## config.mk

```make
export PLATFORM = sky130hd
export DESIGN_NAME = bcarb_port_arbiter
export DESIGN_NICKNAME = d
export VERILOG_FILES = /design/src/rtl/bcarb_pkg.sv /design/src/rtl/bcarb_bc_tracker.sv /design/src/rtl/bcarb_rr_pick.sv /design/src/rtl/bcarb_wormhole_lock.sv /design/src/rtl/bcarb_port_arbiter.sv
export SDC_FILE = /design/constraint.sdc
export NUM_CORES = 1
export LEC_CHECK = 0
export CAP_MARGIN = 40
export CORE_MARGIN = 4
export CORE_UTILIZATION = 42
export DETAILED_ROUTE_END_ITERATION = 10
export HOLD_SLACK_MARGIN = 0.1
export PLACE_DENSITY = 0.87
export SYNTH_ARGS = -nofsm -noshare
export SYNTH_HDL_FRONTEND = slang
export SYNTH_SLANG_ARGS = --single-unit
```

## constraint.sdc

```tcl
create_clock -name clk -period 6.45 [get_ports clk]
set_input_delay 1.29 -clock clk [delete_from_list [all_inputs] [get_ports clk]]
set_output_delay 1.29 -clock clk [all_outputs]
set_load 0.01 [all_outputs]
```

## src/rtl/bcarb_pkg.sv

```systemverilog
package bcarb_pkg;

   // Unit in which the blocking budget is charged.
   typedef enum logic {
      BC_PER_FLIT   = 1'b0,
      BC_PER_PACKET = 1'b1
   } bc_unit_e;

   // Source currently driving the output port.
   typedef enum logic [1:0] {
      SRC_NONE = 2'd0,
      SRC_GL   = 2'd1,
      SRC_BE   = 2'd2
   } src_e;

endpackage

```

## src/rtl/bcarb_bc_tracker.sv

```systemverilog
// Holds the live blocking budget of the GL packet at the head of its queue.
module bcarb_bc_tracker #(
   parameter int CNT_W = 8
) (
   input  logic             clk,
   input  logic             rst_n,
   input  logic [CNT_W-1:0] hdr_bc,
   input  logic             charge,
   input  logic             release_hd,
   output logic [CNT_W-1:0] live_bc
);

   logic             held_q;
   logic [CNT_W-1:0] bc_q;

   assign live_bc = held_q ? bc_q : hdr_bc;

   always_ff @(posedge clk or negedge rst_n) begin
      if (!rst_n) begin
         held_q <= 1'b0;
         bc_q   <= '0;
      end else if (release_hd) begin
         held_q <= 1'b0;
      end else if (charge) begin
         held_q <= 1'b1;
         bc_q   <= (live_bc == '0) ? '0 : live_bc - 1'b1;
      end
   end

endmodule

```

## src/rtl/bcarb_rr_pick.sv

```systemverilog
// Round-robin choice among the best-effort queues.
module bcarb_rr_pick #(
   parameter int N = 4,
   localparam int IW = $clog2(N)
) (
   input  logic          clk,
   input  logic          rst_n,
   input  logic [N-1:0]  req,
   input  logic          adv,
   output logic [IW-1:0] pick_idx,
   output logic          pick_any
);

   logic [IW-1:0] ptr_q;

   always_comb begin
      pick_any = 1'b0;
      pick_idx = '0;
      for (int k = N - 1; k >= 0; k--) begin
         int s;
         s = int'(ptr_q) + k;
         if (s >= N) s = s - N;
         if (req[s]) begin
            pick_any = 1'b1;
            pick_idx = IW'(s);
         end
      end
   end

   always_ff @(posedge clk or negedge rst_n) begin
      if (!rst_n) begin
         ptr_q <= '0;
      end else if (adv) begin
         ptr_q <= (int'(pick_idx) == N - 1) ? '0 : pick_idx + 1'b1;
      end
   end

endmodule

```

## src/rtl/bcarb_wormhole_lock.sv

```systemverilog
// Keeps the output owned by a packet from its head to its tail flit.
module bcarb_wormhole_lock #(
   parameter int IW = 2
) (
   input  logic          clk,
   input  logic          rst_n,
   input  logic          xfer,
   input  logic          head,
   input  logic          tail,
   input  logic          is_gl,
   input  logic [IW-1:0] idx,
   output logic          busy,
   output logic          own_gl,
   output logic [IW-1:0] own_idx
);

   always_ff @(posedge clk or negedge rst_n) begin
      if (!rst_n) begin
         busy    <= 1'b0;
         own_gl  <= 1'b0;
         own_idx <= '0;
      end else if (xfer) begin
         if (tail) begin
            busy <= 1'b0;
         end else if (head) begin
            busy    <= 1'b1;
            own_gl  <= is_gl;
            own_idx <= idx;
         end
      end
   end

endmodule

```

## src/rtl/bcarb_port_arbiter.sv

```systemverilog
module bcarb_port_arbiter #(
   parameter int                  DATA_W  = 16,
   parameter int                  CNT_W   = 8,
   parameter int                  NUM_BE  = 4,
   parameter bcarb_pkg::bc_unit_e BC_UNIT = bcarb_pkg::BC_PER_FLIT
) (
   input  logic                           clk,
   input  logic                           rst_n,
   input  logic                           gl_valid,
   input  logic                           gl_head,
   input  logic                           gl_tail,
   input  logic [DATA_W-1:0]              gl_data,
   output logic                           gl_grant,
   input  logic [NUM_BE-1:0]              be_valid,
   input  logic [NUM_BE-1:0]              be_head,
   input  logic [NUM_BE-1:0]              be_tail,
   input  logic [NUM_BE-1:0][DATA_W-1:0]  be_data,
   output logic [NUM_BE-1:0]              be_grant,
   input  logic                           out_ready,
   output logic                           out_valid,
   output logic                           out_head,
   output logic                           out_tail,
   output logic [DATA_W-1:0]              out_data
);
   import bcarb_pkg::*;

   localparam int IW = $clog2(NUM_BE);
   localparam logic [DATA_W-1:0] BC_MASK = {DATA_W{1'b1}} >> (DATA_W - CNT_W);

   if (NUM_BE < 2) begin : g_bad_nbe
      $error("NUM_BE must be at least 2");
   end
   if (CNT_W < 1 || CNT_W > DATA_W) begin : g_bad_cw
      $error("CNT_W must lie in 1..DATA_W");
   end

   logic             gl_wait, crit;
   logic [CNT_W-1:0] eff_bc;
   logic [IW-1:0]    rr_idx, sel_idx, lk_idx;
   logic             rr_any, lk_busy, lk_gl;
   logic             be_xfer, gl_xfer, dec_evt;
   src_e             src;

   assign gl_wait = gl_valid & gl_head;
   assign crit    = gl_wait & (eff_bc == '0);

   always_comb begin
      src     = SRC_NONE;
      sel_idx = rr_idx;
      if (lk_busy) begin
         if (lk_gl) begin
            src = SRC_GL;
         end else begin
            src     = SRC_BE;
            sel_idx = lk_idx;
         end
      end else if (crit) begin
         src = SRC_GL;
      end else if (rr_any) begin
         src = SRC_BE;
      end else if (gl_valid) begin
         src = SRC_GL;
      end
   end

   always_comb begin
      gl_grant  = (src == SRC_GL) & gl_valid;
      be_grant  = '0;
      out_valid = 1'b0;
      out_head  = 1'b0;
      out_tail  = 1'b0;
      out_data  = '0;
      if (src == SRC_GL) begin
         out_valid = gl_valid;
         out_head  = gl_head;
         out_tail  = gl_tail;
         out_data  = gl_head ? ((gl_data & ~BC_MASK) | DATA_W'(eff_bc)) : gl_data;
      end else if (src == SRC_BE) begin
         be_grant[sel_idx] = be_valid[sel_idx];
         out_valid = be_valid[sel_idx];
         out_head  = be_head[sel_idx];
         out_tail  = be_tail[sel_idx];
         out_data  = be_data[sel_idx];
      end
   end

   assign be_xfer = (|be_grant) & out_ready;
   assign gl_xfer = gl_grant & out_ready;

   if (BC_UNIT == BC_PER_FLIT) begin : g_flit_charge
      assign dec_evt = be_xfer;
   end else begin : g_pkt_charge
      assign dec_evt = be_xfer & out_head;
   end

   bcarb_bc_tracker #(.CNT_W(CNT_W)) u_bc (
      .clk       (clk),
      .rst_n     (rst_n),
      .hdr_bc    (gl_data[CNT_W-1:0]),
      .charge    (dec_evt & gl_wait),
      .release_hd(gl_xfer & gl_head),
      .live_bc   (eff_bc)
   );

   bcarb_rr_pick #(.N(NUM_BE)) u_rr (
      .clk     (clk),
      .rst_n   (rst_n),
      .req     (be_valid),
      .adv     (be_xfer & out_head & ~lk_busy),
      .pick_idx(rr_idx),
      .pick_any(rr_any)
   );

   bcarb_wormhole_lock #(.IW(IW)) u_lock (
      .clk    (clk),
      .rst_n  (rst_n),
      .xfer   (out_valid & out_ready),
      .head   (out_head),
      .tail   (out_tail),
      .is_gl  (src == SRC_GL),
      .idx    (sel_idx),
      .busy   (lk_busy),
      .own_gl (lk_gl),
      .own_idx(lk_idx)
   );

endmodule

```

After elaboration in Yosys (flattened, before gate mapping)
Index checks and enable logic that the tools add are counted.
- output and inout port bits: 24
- logic and storage cells: 110
- bits in registers: 15
- order comparisons: 10
- eq/ne operators: 3
- reduce and logical (&&, ||, !) cells: 8
- mux-type cells: 59
- bitwise operators: 15
- $add $sub $neg: 9
- operators by type and width (kind ; number):
    32-bit by 4-bit < comparator with 1-bit output, second input constant ; 4
    32-bit two-way mux ; 4
    32-bit by 4-bit >= comparator with 1-bit output, second input constant ; 3
    32-bit by 4-bit subtractor with 32-bit output, second input constant ; 3
    16-bit two-way mux ; 4
    16-bit binary-select mux with 2-bit select ; 1
    1-bit two-way mux ; 27
    2-bit two-way mux ; 11
    8-bit two-way mux ; 2
    16-bit by 8-bit OR with 16-bit output ; 1
    1-bit binary-select mux with 2-bit select ; 7
    1-bit bitwise AND ; 10
    8-bit logical NOT ; 1
    4-bit two-way mux ; 2
    8-bit by 1-bit subtractor with 8-bit output, second input constant ; 1
    2-bit by 2-bit adder with 3-bit output, second input constant ; 2
    4-bit bitwise AND ; 1
    2-bit by 1-bit equality test with 1-bit output, second input constant ; 2
    2-bit AND reduction ; 2
    2-bit nonzero test ; 2
    4-bit OR reduction ; 1
    2-bit by 3-bit subtractor with 4-bit output, second input constant ; 1
    2-bit by 1-bit adder with 3-bit output, second input constant ; 1
    2-bit by 3-bit >= comparator with 1-bit output, second input constant ; 1
    8 further kinds ; 10

Longest topological paths before layout
Gate-level depths: netlist of run 1.
- depth in word-level cells: 24
- mapped depth: 10

Modules after synthesis
From an unflattened synthesis of run 1, not the netlist that was laid out.
- cells, all modules: 196
- area total of the unflattened synthesis: 2009.4 um^2
- by module, submodules not included (module ; seq. area each (um^2) ; cells each ; times used ; area each (um^2)):
    bcarb_port_arbiter ; 0.0 ; 95 ; 1 ; 983.4
    bcarb_bc_tracker ; 225.2 ; 68 ; 1 ; 670.6
    bcarb_rr_pick ; 50.0 ; 23 ; 1 ; 180.2
    bcarb_wormhole_lock ; 100.1 ; 10 ; 1 ; 175.2

Worst setup path before layout of run 1
No wires, ideal clock.
- path type: input -> output
- start point: input be_valid[1]
- end point: output out_data[0]
- required time: 5.160 ns
- arrival: 3.203 ns
- cell stages on the path: 9
- setup slack: 1.957 ns
- cells stage by stage: a221oi_2 a31o_2 buf_2 buf_1 buf_1 nand2_1 nand3_1 o21ai_0 o21ai_0
- word-level cells in the longest chain between the ends: 13
- elaborated cells on any way between the ends: 31
- those cells by class: 2 x eq/ne; 29 x mux
- ends and longest elaborated chain (item ; RTL line ; source):
    start, declared ; bcarb_port_arbiter.sv:14 ; input logic [NUM_BE-1:0] be_valid,
    1-bit binary-select mux with 2-bit select ; bcarb_rr_pick.sv:23 ; if (req[s]) begin
    1-bit two-way mux (not written as such) (2 in a row) ; bcarb_rr_pick.sv:23 ;
    2-bit two-way mux or 1-bit two-way mux (tied branches) (4 in a row) ; bcarb_rr_pick.sv:23 ;
    2-bit two-way mux, on equally long branches ; bcarb_port_arbiter.sv:51, bcarb_port_arbiter.sv:59 ;
    2-bit two-way mux, on equally long branches ; bcarb_port_arbiter.sv:50, bcarb_port_arbiter.sv:57 ;
    16-bit binary-select mux with 2-bit select or 2-bit two-way mux (tied branches) ; bcarb_port_arbiter.sv:83, bcarb_port_arbiter.sv:50 ;
    16-bit two-way mux (not written as such) or 2-bit equality test (tied branches) ; bcarb_port_arbiter.sv:83, bcarb_port_arbiter.sv:78 ;
    16-bit two-way mux ; bcarb_port_arbiter.sv:78 ; end else if (src == SRC_BE) begin
    16-bit two-way mux * ; bcarb_port_arbiter.sv:73 ; if (src == SRC_GL) begin
    end, declared ; bcarb_port_arbiter.sv:23 ; output logic [DATA_W-1:0] out_data
Mark *: on every way between the ends. The rest lies on a longest branch, timed or not. The select of a mux whose other input is x is not followed.

Worst setup path after layout of run 1
- start point: input be_valid[3]
- end point: output out_data[11]
Same word-level chain as after synthesis.

==> impl_metrics.env, run 1 <==
export IMPL_status="finished, final reports clean"
export IMPL_syn_area_per_cell_um2=7.010
export IMPL_p_per_area_nw_per_um2=442.1
export IMPL_drive_above_1_share=0.1036
export IMPL_ys_warnings_count=0
export IMPL_avgViaCountPerCell=5.849
export IMPL_critPathCaptureType="primary output"
export IMPL_min_path_type="flop to flop"
export IMPL_wl_mm=8.339
export IMPL_crit_start="be_valid[3]"
export IMPL_ff2ff_path_depth=8
export IMPL_r2r_start="u_bc.held_q"
export IMPL_cp_slowest_cell="a31o_2"
export IMPL_grt_pass1_wl_mm=13.17
export IMPL_ctsRootBufferMaster="clkbuf_8"
export IMPL_fin_crit_sh=0.9072
export IMPL_synthArstFlopShare=1.000
export IMPL_synthesis_nets=407
export IMPL_finalHoldViolations=0
export IMPL_fill_cells=395
export IMPL_hold_buffers=0
export IMPL_cts_resized=0
export IMPL_synth_cell_area_um2=2152
export IMPL_fp_dieW_um=79.58
export IMPL_crit_arrival_ns=4.56
export IMPL_multi_input_area_um2=1655
export IMPL_crit_path_max_fanout=32
export IMPL_antenna_found_initial=0
export IMPL_crit_path_max_incr_delay_ns=0.66
export IMPL_fin_worst_skew_ns=0.002989
export IMPL_cap_violations=0
export IMPL_clk_latency_ns=0.25
export IMPL_clkSinkCount=15
export IMPL_drtAntennaViolNets=0
export IMPL_path_delay_family="compound AO/OA/AOI/OAI gates"
export IMPL_postCtsSetupRepairBufs=0
export IMPL_relSlewSlack=0.4742
export IMPL_fp_dieH_um=79.58
export IMPL_yosysUniqueCellTypes=52
export IMPL_worstMarginPinSlew_ns=0.7688
export IMPL_overflow=0
export IMPL_maxSlewViolCount=0
export IMPL_synth_seq_cells=15
export IMPL_dieArea_um2=6333
export IMPL_hold_depth=1
export IMPL_clkTransAtPathRegs_ns=0.07
export IMPL_setup_viol=0
export IMPL_cp_num_cells=10
export IMPL_synth_edff_count=0
export IMPL_grt_max_degree=35
export IMPL_grt_usage=0.2577
export IMPL_critPathKind="input pin to primary output"
export IMPL_initial_utilization=0.4439
export IMPL_area_delta_synth_final_pct=60.12
export IMPL_path_cells="clkdlybuf4s50_1, nor2_1, a221oi_2, a31o_2, buf_4, nand2_1, and3_1, a311oi_1, a31o_2, clkdlybuf4s50_1"
export IMPL_final_common_cell="clkdlybuf4s50_1"
export IMPL_cp_endpoint="out_data[11]"
export IMPL_clock_fmax_mhz=170.9
export IMPL_ys_seq_area_frac=0.1744
export IMPL_rsz0062_at_grt="no"
export IMPL_remaining_drc_errors=0
export IMPL_synthFlopType="dfrtp_1"
export IMPL_r2r_slack_ns=2.63
export IMPL_routabilityCongestion=0.9588
export IMPL_hpwl_mm=6.433
export IMPL_fin_hold_ws_ns=0.5230
export IMPL_p_leak_nw=1.400
export IMPL_cts_path_max_buffers=2
export IMPL_portBuffers=121
export IMPL_num_vias=2819
export IMPL_finalSetupTns_ns=0
export IMPL_grt_pass1_vias=2763
export IMPL_r2r_end="u_rr.ptr_q[0]"
export IMPL_regArea_um2=375.4
export IMPL_cp_num_buf_inv=3
export IMPL_coreArea_um2=4848
export IMPL_cp_required_ns=5.16
export IMPL_drt_iter0_markers=205
export IMPL_first_pass_iters=7
export IMPL_min_period_ns=5.851
export IMPL_cts_htree_levels=1
export IMPL_antenna_cells=0
export IMPL_io_pins=122
export IMPL_avgRoutedWirePerCell_um=17.30
export IMPL_cts_buffers_inserted=3
export IMPL_netlist_instances=307
export IMPL_fin_nets=516
export IMPL_final_cell_mix="121 x clkdlybuf4s50_1, 85 x nand2_1, 16 x and3_1"
export IMPL_start_kind="input pin"
export IMPL_fp_row_count=25
export IMPL_peakVddDrop_mv=0.2310
export IMPL_cts_tree="built"
## routing by layer
layer,track usage,part of all wire
met1,0.3265,0.41
met2,0.4382,0.50
met3,0.05643,0.073
met4,0.06873,0.022
met5,0,0
## cell families (layout without fill, tap and decap cells)
kind of cell / Yosys count / count (layout) / share of synthesized area
AND/OR/NAND/NOR: 150 / 150 / 0.3262
XOR/XNOR: 5 / 5 / 0.02035
adder cells (fa/ha/maj): 2 / 2 / 0.01163
buffers and inverters: 30 / 138 / 0.05930
flip-flops: 15 / 15 / 0.1744
multiplexers: 23 / 23 / 0.1151
AO/OA/AOI/OAI: 82 / 82 / 0.2930
## layout make-up
| cell class | count | area share |
|---|---|---|
| inverter | 7 | 0.007625 |
| sequential | 15 | 0.1089 |
| multi-input combinational | 262 | 0.4804 |
| tap | 67 | 0.02433 |
| clock buffer | 3 | 0.01198 |
| timing repair buffer | 127 | 0.3646 |
| clock inverter | 1 | 0.002179 |
## registers in the layout, indices dropped and copies added, names as in the netlist
register        count
u_rr.ptr_q          2
u_bc.held_q         1
u_lock.own_idx      2
u_bc.bc_q           8
u_lock.busy         1
u_lock.own_gl       1
## metrics by stage
stage	setup WS, ns	total power, mW	cells	utilization	cell area [um^2]
final	0.5985	1.523	482	0.7107	3446
after global routing	0.3669	1.650	482	0.7107	3446
after CTS	0.6582	1.518	482	0.7107	3446
after detailed placement	0.6562	1.427	478	0.7006	3397
after global placement	0.7458	1.401	478	0.7006	3397
after floorplan	1.957	0.9503	307	-	2152
## synthesized netlist by cell type, types with 2 or more instances
cell type | instances | area [um^2]
and3_1 | 16 | 100.1
nor3b_1 | 3 | 22.52
mux2_2 | 10 | 112.6
clkbuf_1 | 15 | 56.30
a211oi_1 | 4 | 30.03
xor2_1 | 4 | 35.03
a31o_2 | 14 | 122.6
nor3_1 | 9 | 45.04
o32ai_1 | 2 | 17.52
nand3b_1 | 3 | 22.52
a311oi_1 | 14 | 122.6
mux2i_1 | 12 | 120.1
buf_1 | 3 | 11.26
inv_1 | 6 | 22.52
nor4_1 | 2 | 12.51
a21boi_0 | 2 | 15.01
a21oi_1 | 7 | 35.03
o21a_1 | 2 | 15.01
nand2b_1 | 4 | 25.02
o21ai_0 | 14 | 70.07
nand3_1 | 5 | 25.02
dfrtp_1 | 15 | 375.4
a31oi_1 | 5 | 31.28
a2111oi_0 | 3 | 26.28
buf_2 | 3 | 15.01
nor2b_1 | 3 | 18.77
o2111ai_1 | 3 | 26.28
and2_1 | 4 | 25.02
nor2_1 | 12 | 45.04
nand2_1 | 85 | 319.1
ha_1 | 2 | 25.02
## worst min-delay path by stage
stage	startpoint	end
6_report	u_lock.own_idx[0]	u_lock.own_idx[0]
5_1_grt	u_lock.own_idx[0]	u_lock.own_idx[0]
4_1_cts	u_lock.own_idx[0]	u_lock.own_idx[0]
3_5_place_dp	u_lock.own_idx[0]	u_lock.own_idx[0]
3_3_place_gp	u_bc.bc_q[1]	u_bc.bc_q[1]
2_1_floorplan	u_lock.own_idx[0]	u_lock.own_idx[0]
## report_power, final
part           total, mW  internal (mW)  switching, mW
clock             0.0807         0.0435         0.0372
sequential         0.200          0.136         0.0635
combinational       1.24          0.608          0.634
Note: power is estimated with default switching activity, not from simulation.
==> run 2, diff against run 1 <==
- TNS_END_PERCENT: unset -> 20
==> results of run 2 <==
No change in the layout: final DEF, timing and power equal those of run 1.
